### src/rtl/ixe_pkg.sv
package ixe_pkg;
  typedef enum logic [3:0] {
    S_IDLE, S_VEC, S_MODE, S_SRC, S_RDAT, S_SWB,
    S_DST, S_WDAT, S_DWB, S_CNT, S_CWB
  } ixe_state_e;

  localparam int MODE_WORD = 0;
  localparam int MODE_SINC = 1;
  localparam int MODE_DINC = 2;
  localparam int MODE_BITS = 3;
endpackage

### src/rtl/ixe_enable.sv
module ixe_enable #(
  parameter int NVEC = 8,
  parameter logic [NVEC-1:0] ASSIGNED = '1
) (
  input  logic            clk,
  input  logic            rst_n,
  input  logic            wr,
  input  logic [NVEC-1:0] wdata,
  output logic [NVEC-1:0] en_q,
  output logic [NVEC-1:0] en_eff
);
  logic [NVEC-1:0] en_d1;

  // software-visible copy, only unassigned bits forced low
  always_ff @(posedge clk or negedge rst_n) begin
    if (!rst_n)  en_q <= '0;
    else if (wr) en_q <= wdata & ASSIGNED;
  end

  // two settling stages for priority resolution
  always_ff @(posedge clk or negedge rst_n) begin
    if (!rst_n) begin
      en_d1  <= '0;
      en_eff <= '0;
    end else begin
      en_d1  <= en_q;
      en_eff <= en_d1;
    end
  end
endmodule

### src/rtl/ixe_pending.sv
module ixe_pending #(
  parameter int NVEC = 8,
  localparam int VW = $clog2(NVEC)
) (
  input  logic            clk,
  input  logic            rst_n,
  input  logic [NVEC-1:0] req,
  input  logic [NVEC-1:0] en_eff,
  input  logic            take,
  input  logic            flag_clr,
  input  logic [VW-1:0]   clr_id,
  output logic            pend_any,
  output logic [VW-1:0]   pick_id
);
  logic [NVEC-1:0] pend_q, pend_d, take_oh, clr_oh;
  logic            found;

  always_comb begin
    take_oh = take     ? (NVEC'(1) << pick_id) : '0;
    clr_oh  = flag_clr ? (NVEC'(1) << clr_id)  : '0;
    // flag still high while its clear is in flight: do not re-arm
    pend_d  = (pend_q | (req & en_eff & ~clr_oh & ~take_oh)) & ~take_oh;
  end

  always_comb begin
    pick_id = '0;
    found   = 1'b0;
    for (int i = 0; i < NVEC; i++) begin
      if (pend_q[i] && !found) begin
        pick_id = VW'(i);
        found   = 1'b1;
      end
    end
    pend_any = |pend_q;
  end

  always_ff @(posedge clk or negedge rst_n) begin
    if (!rst_n) pend_q <= '0;
    else        pend_q <= pend_d;
  end
endmodule

### src/rtl/ixe_seq.sv
module ixe_seq
  import ixe_pkg::*;
#(
  parameter int NVEC = 8,
  parameter int AW = 16,
  parameter int DW = 16,
  parameter logic [AW-1:0] TBL_BASE = '0,
  localparam int VW = $clog2(NVEC)
) (
  input  logic          clk,
  input  logic          rst_n,
  input  logic          pend_any,
  input  logic [VW-1:0] pick_id,
  output logic          take,
  output logic          mem_req,
  output logic          mem_we,
  output logic          mem_word,
  output logic [AW-1:0] mem_addr,
  output logic [DW-1:0] mem_wdata,
  input  logic [DW-1:0] mem_rdata,
  input  logic          mem_ready,
  output logic          busy,
  output logic          flag_clr,
  output logic [VW-1:0] clr_id,
  output logic          cpu_irq,
  output logic [VW-1:0] cpu_vec
);
  ixe_state_e           state_q, state_d;
  logic [VW-1:0]        vec_q;
  logic [AW-1:0]        ptr_q, src_q, dst_q, step_inc;
  logic [MODE_BITS-1:0] mode_q;
  logic [DW-1:0]        data_q, cnt_q, cnt_dec;
  logic                 step, done_zero;

  assign step      = (state_q != S_IDLE) && mem_ready;
  assign step_inc  = mode_q[MODE_WORD] ? AW'(2) : AW'(1);
  assign cnt_dec   = cnt_q - DW'(1);
  assign done_zero = step && (state_q == S_CWB) && (cnt_dec == '0);
  assign take      = (state_q == S_IDLE) && pend_any;
  assign busy      = (state_q != S_IDLE);

  // next-state logic
  always_comb begin
    state_d = state_q;
    case (state_q)
      S_IDLE: if (pend_any) state_d = S_VEC;
      S_VEC:  if (mem_ready) state_d = S_MODE;
      S_MODE: if (mem_ready) state_d = S_SRC;
      S_SRC:  if (mem_ready) state_d = S_RDAT;
      S_RDAT: if (mem_ready) state_d = mode_q[MODE_SINC] ? S_SWB : S_DST;
      S_SWB:  if (mem_ready) state_d = S_DST;
      S_DST:  if (mem_ready) state_d = S_WDAT;
      S_WDAT: if (mem_ready) state_d = mode_q[MODE_DINC] ? S_DWB : S_CNT;
      S_DWB:  if (mem_ready) state_d = S_CNT;
      S_CNT:  if (mem_ready) state_d = S_CWB;
      S_CWB:  if (mem_ready) state_d = S_IDLE;
      default: state_d = S_IDLE;
    endcase
  end

  // memory access decode
  always_comb begin
    mem_req   = busy;
    mem_we    = 1'b0;
    mem_word  = 1'b1;
    mem_addr  = ptr_q;
    mem_wdata = '0;
    case (state_q)
      S_VEC:  mem_addr = TBL_BASE + AW'({vec_q, 1'b0});
      S_SRC:  mem_addr = ptr_q + AW'(2);
      S_RDAT: begin mem_addr = src_q; mem_word = mode_q[MODE_WORD]; end
      S_SWB:  begin mem_addr = ptr_q + AW'(2); mem_we = 1'b1;
                    mem_wdata = DW'(src_q + step_inc); end
      S_DST:  mem_addr = ptr_q + AW'(4);
      S_WDAT: begin mem_addr = dst_q; mem_word = mode_q[MODE_WORD]; mem_we = 1'b1;
                    mem_wdata = data_q; end
      S_DWB:  begin mem_addr = ptr_q + AW'(4); mem_we = 1'b1;
                    mem_wdata = DW'(dst_q + step_inc); end
      S_CNT:  mem_addr = ptr_q + AW'(6);
      S_CWB:  begin mem_addr = ptr_q + AW'(6); mem_we = 1'b1; mem_wdata = cnt_dec; end
      default: ;
    endcase
  end

  // control registers
  always_ff @(posedge clk or negedge rst_n) begin
    if (!rst_n) begin
      state_q  <= S_IDLE;
      flag_clr <= 1'b0;
      clr_id   <= '0;
      cpu_irq  <= 1'b0;
      cpu_vec  <= '0;
    end else begin
      state_q  <= state_d;
      flag_clr <= take;
      if (take)      clr_id  <= pick_id;
      cpu_irq  <= done_zero;
      if (done_zero) cpu_vec <= vec_q;
    end
  end

  // datapath registers, loaded by explicit enables
  always_ff @(posedge clk) begin
    if (take)                     vec_q  <= pick_id;
    if (step && state_q == S_VEC)  ptr_q  <= mem_rdata[AW-1:0];
    if (step && state_q == S_MODE) mode_q <= mem_rdata[MODE_BITS-1:0];
    if (step && state_q == S_SRC)  src_q  <= mem_rdata[AW-1:0];
    if (step && state_q == S_RDAT) data_q <= mode_q[MODE_WORD] ? mem_rdata
                                             : {{(DW-8){1'b0}}, mem_rdata[7:0]};
    if (step && state_q == S_DST)  dst_q  <= mem_rdata[AW-1:0];
    if (step && state_q == S_CNT)  cnt_q  <= mem_rdata;
  end
endmodule

### src/rtl/irq_xfer_engine.sv
module irq_xfer_engine #(
  parameter int NVEC = 8,
  parameter int AW = 16,
  parameter int DW = 16,
  parameter logic [AW-1:0]   TBL_BASE = 16'h0040,
  parameter logic [NVEC-1:0] ASSIGNED = 8'hB7,
  localparam int VW = $clog2(NVEC)
) (
  input  logic            clk,
  input  logic            rst_n,
  input  logic [NVEC-1:0] irq_req,
  input  logic            en_wr,
  input  logic [NVEC-1:0] en_wdata,
  output logic [NVEC-1:0] en_q,
  output logic            mem_req,
  output logic            mem_we,
  output logic            mem_word,
  output logic [AW-1:0]   mem_addr,
  output logic [DW-1:0]   mem_wdata,
  input  logic [DW-1:0]   mem_rdata,
  input  logic            mem_ready,
  output logic            flag_clr,
  output logic [VW-1:0]   flag_id,
  output logic            busy,
  output logic            cpu_irq,
  output logic [VW-1:0]   cpu_vec
);
  logic [NVEC-1:0] en_eff;
  logic            pend_any, take;
  logic [VW-1:0]   pick_id;

  ixe_enable #(.NVEC(NVEC), .ASSIGNED(ASSIGNED)) u_enable (
    .clk(clk), .rst_n(rst_n), .wr(en_wr), .wdata(en_wdata),
    .en_q(en_q), .en_eff(en_eff)
  );

  ixe_pending #(.NVEC(NVEC)) u_pending (
    .clk(clk), .rst_n(rst_n), .req(irq_req), .en_eff(en_eff),
    .take(take), .flag_clr(flag_clr), .clr_id(flag_id),
    .pend_any(pend_any), .pick_id(pick_id)
  );

  ixe_seq #(.NVEC(NVEC), .AW(AW), .DW(DW), .TBL_BASE(TBL_BASE)) u_seq (
    .clk(clk), .rst_n(rst_n), .pend_any(pend_any), .pick_id(pick_id),
    .take(take), .mem_req(mem_req), .mem_we(mem_we), .mem_word(mem_word),
    .mem_addr(mem_addr), .mem_wdata(mem_wdata), .mem_rdata(mem_rdata),
    .mem_ready(mem_ready), .busy(busy), .flag_clr(flag_clr), .clr_id(flag_id),
    .cpu_irq(cpu_irq), .cpu_vec(cpu_vec)
  );
endmodule

### config.mk
export PLATFORM = sky130hd
export DESIGN_NAME = irq_xfer_engine
export DESIGN_NICKNAME = d
export VERILOG_FILES = /design/src/rtl/ixe_pkg.sv /design/src/rtl/ixe_enable.sv /design/src/rtl/ixe_pending.sv /design/src/rtl/ixe_seq.sv /design/src/rtl/irq_xfer_engine.sv
export SDC_FILE = /design/constraint.sdc
export NUM_CORES = 1
export LEC_CHECK = 0
export BUFFER_PORTS_ARGS = -buffer_cell sky130_fd_sc_hd__clkbuf_2
export CORE_MARGIN = 3
export CORE_UTILIZATION = 40
export CTS_CLUSTER_SIZE = 30
export DETAILED_ROUTE_END_ITERATION = 12
export SYNTH_ARGS = -nofsm -noshare
export SYNTH_HDL_FRONTEND = slang
export SYNTH_SLANG_ARGS = --single-unit
### constraint.sdc
create_clock -name clk -period 8.6 [get_ports clk]
set_input_delay 2.58 -clock clk [delete_from_list [all_inputs] [get_ports clk]]
set_output_delay 2.58 -clock clk [all_outputs]
set_load 0.1 [all_outputs]
==> reports/results.txt <==
Status - finished, final reports clean
Fin Setup TNS - 0 ps
Post-synthesis mux area share - 4.84%
Setup Crit Path Kind - register to primary output
Synth top area share - 39.3%
Die W - 134 um
Count of max-cap constraint violations - 0
Initial antenna violation count - 1
Ys flop type - edfxtp_1
Least-Margin Pin Slew - 956 ps
# resized after CTS - 0
Routed WL - 17200 um
Worst EP required - 6020 ps
Inserted Diodes - 0
R2R setup slack - 5270 ps
Largest family of logic cells by synthesized area - simple AND/OR/NAND/NOR gates
Layout cells sized above 1 - 19.6%
Max Clk Rate - 150 MHz
Final Critical Period - 6680 ps
Hold crit path type - register to register
PortBufs - 81
Placer congestion estimate - 0.879
Hold endpoint - u_enable.en_eff[0]
Clock transition at path regs - 50 ps
Post-synth ARST share - 30.6%
Chip height - 134 um
First-pass GRT wire length - 26700 um
Post-synth top area cell - edfxtp_1
Vias/cell - 5.78
Initial Util - 41.1%
Total CTS buffers - 17
Mean Syn Cell Area - 10.8 um^2
Final setup fails - 0
Period utilization - 77.7%
Synth top cells by count - edfxtp_1, nand2_1, nor2_1
Adder-cell share of the synthesized area - 1.75%
DIE AREA - 18000 um^2
Synthesized area - 6570 um^2
RSZ-0062 raised after global routing - false
Pin count of the biggest net entering global routing - 39
Hold path depth - 0
TritonCTS clock tree - yes
Critical hold path startpoint - u_enable.en_d1[0]
Vias in the first global route - 5057
Postcts setup bufs - 0
Area Growth Syn to Fin - 18.2%
Synth cell types - 71
Detail Placement HPWL - 12600 um
Post-DP Area - 7170 um^2
Initial DRC count - 450
Post-route DRC - 0
Root buffer cell - clkbuf_16
Grt total ovfl - 0
Worst r2r path cells - 6
Number of nets in the layout - 725
Total clock sinks - 124
DRT Pass-1 Iters - 5
Origin of the critical flop-to-flop path - u_seq.cnt_q[4]
Finished Cell Area - 7760 um^2
Compound-Gate Fraction of Synth Area - 15.0%
CP Launch Type - register
Cell count after synthesis - 608
CP max stage delay - 670 ps
Simple-Gate Fraction of Synth Area - 17.1%
XOR/XNOR Fraction of Synth Area - 3.87%
Quantity of hold-fixing buffers added after cts - 0
Clk Latency, worst-skew pair - 410 ps
Final Hold Vio Count - 0
Number of synthesized flops with an enable pin - 86
Slowest library cell on the worst path - dfrtp_1
Critical Path End Type - primary output
Critical path fanouts, max - 27
Count leader, synth - edfxtp_1
Max-slew headroom - 36.3%
Clock buffer depth - 2
Routed WL per cell - 18.9 um
Worst Skew - 6.34 ps
Synth top area cells - edfxtp_1, dfrtp_1, nand2_1, xnor2_1, mux2i_1
Register area share after synthesis - 53.8%
Critical Path, Cell by Cell - nor4b_4 > buf_4 > mux2_2 > ha_1 > inv_1 > fa_1 > a21oi_1 > nand3_1 > xnor2_1 > o221ai_1 > clkbuf_2
Flops & latches, synth - 124
Row count - 46
GR Util All Layers - 19.2%
# IOs - 88
H-Tree Depth - 4
Final Slew Violations - 0
Multi-input gate area - 2820 um^2
Total number of vias - 5258
Flip-flop and latch area - 3530 um^2
Critical Path AT - 4100 ps
DRT antenna net count - 0
# fillers - 1475
Synthesis Warnings - 0
Reg2reg end - u_seq.cpu_vec[1]
Core area - 16000 um^2
state kept, by name, summed over array words and instances, names as in the netlist, 6 cells and up:
| signal | flops |
|---|---|
| u_seq.cnt_q | 16 |
| u_seq.data_q | 16 |
| u_seq.dst_q | 16 |
| u_seq.ptr_q | 16 |
| u_seq.src_q | 16 |
| u_pending.pend_q | 8 |
| u_enable.en_d1 | 6 |
| u_enable.en_eff | 6 |
| u_enable.en_q | 6 |
kinds of logic (layout without fill, tap and decap cells):
family / Yosys count / after routing
AO/OA/AOI/OAI: 143 / 143
XOR/XNOR: 29 / 29
adder cells (fa/ha/maj): 8 / 8
buffers and inverters: 57 / 142
flip-flops: 124 / 124
multiplexers: 30 / 30
other: 1 / 2
AND/OR/NAND/NOR: 216 / 216
metal layers:
metal / GRT usage [%] / vias up / wire length (um)
met5: 0 / - / 15
met4: 7.58 / 2 / 463
met3: 5.74 / 32 / 1110
met2: 32.1 / 210 / 8630
met1: 23.5 / 2568 / 7010
li1: - / 2446 / -
layout by cell type (no fill, tap or decap), types with 6 or more instances in the layout:
cell type | synthesis | final
a21oi_1 | 26 | 26
inv_1 | 22 | 22
o221ai_1 | 15 | 15
xnor2_1 | 21 | 21
a21o_1 | 6 | 6
nand3_1 | 23 | 23
nor3_1 | 16 | 16
edfxtp_1 | 86 | 86
nor2b_1 | 6 | 6
a22oi_1 | 11 | 11
a222oi_1 | 6 | 6
and2_1 | 14 | 14
nor4_1 | 9 | 9
nor2_1 | 42 | 41
clkbuf_2 | 0 | 81
clkbuf_16 | 0 | 17
dfrtp_1 | 38 | 38
o21ai_0 | 30 | 30
nand2_1 | 61 | 61
ha_1 | 6 | 6
and3_1 | 6 | 6
mux2_2 | 11 | 11
a31oi_1 | 6 | 6
buf_4 | 3 | 7
o211ai_1 | 10 | 10
xor2_1 | 8 | 8
mux2i_1 | 16 | 16
worst max-delay path, delay by kind of cell, from the launching register on:
kind / cells / cell delay, ps
muxes: 1 / 220
AOI/OAI and AO/OA: 2 / 500
buffers and inverters: 3 / 960
DFF: 1 / 670
adders and majority gates: 2 / 670
and+or+nand+nor: 2 / 510
xor gates and xnor gates: 1 / 150
area by class of cell:
cell class,count,area share [%]
clock buffers,24,6.20
repair buffers,88,5.90
clock inverters,8,1.48
well taps,216,3.48
inverters,22,1.06
multi-input cells,428,36.4
flip-flops and latches,124,45.5
worst max path at each step:
stage | from | to | slack, ps | cells after the start
6_report | u_seq.state_q[2] | mem_wdata[14] | 1920 | 11
5_1_grt | u_seq.state_q[2] | mem_wdata[14] | 1690 | 11
4_1_cts | u_seq.state_q[2] | mem_wdata[14] | 1910 | 11
3_5_place_dp | u_seq.state_q[2] | mem_wdata[14] | 2370 | 11
3_3_place_gp | u_seq.state_q[2] | mem_wdata[14] | 2500 | 11
2_1_floorplan | u_seq.state_q[2] | mem_wdata[3] | 100 | 7
metrics by stage:
step	worst slack [ps]	instances	hold WS, ps	utilization [%]
after global routing	1690	910	354	48.5
after detailed placement	2370	878	338	44.8
after floorplan	95.1	609	331	-
after CTS	1910	910	350	48.5
after global placement	2500	878	333	44.8
final	1920	910	347	48.5
Power is left out: the tool's default activity adds up to more than one toggle a clock period on the data nets, which glitch-free logic cannot reach.
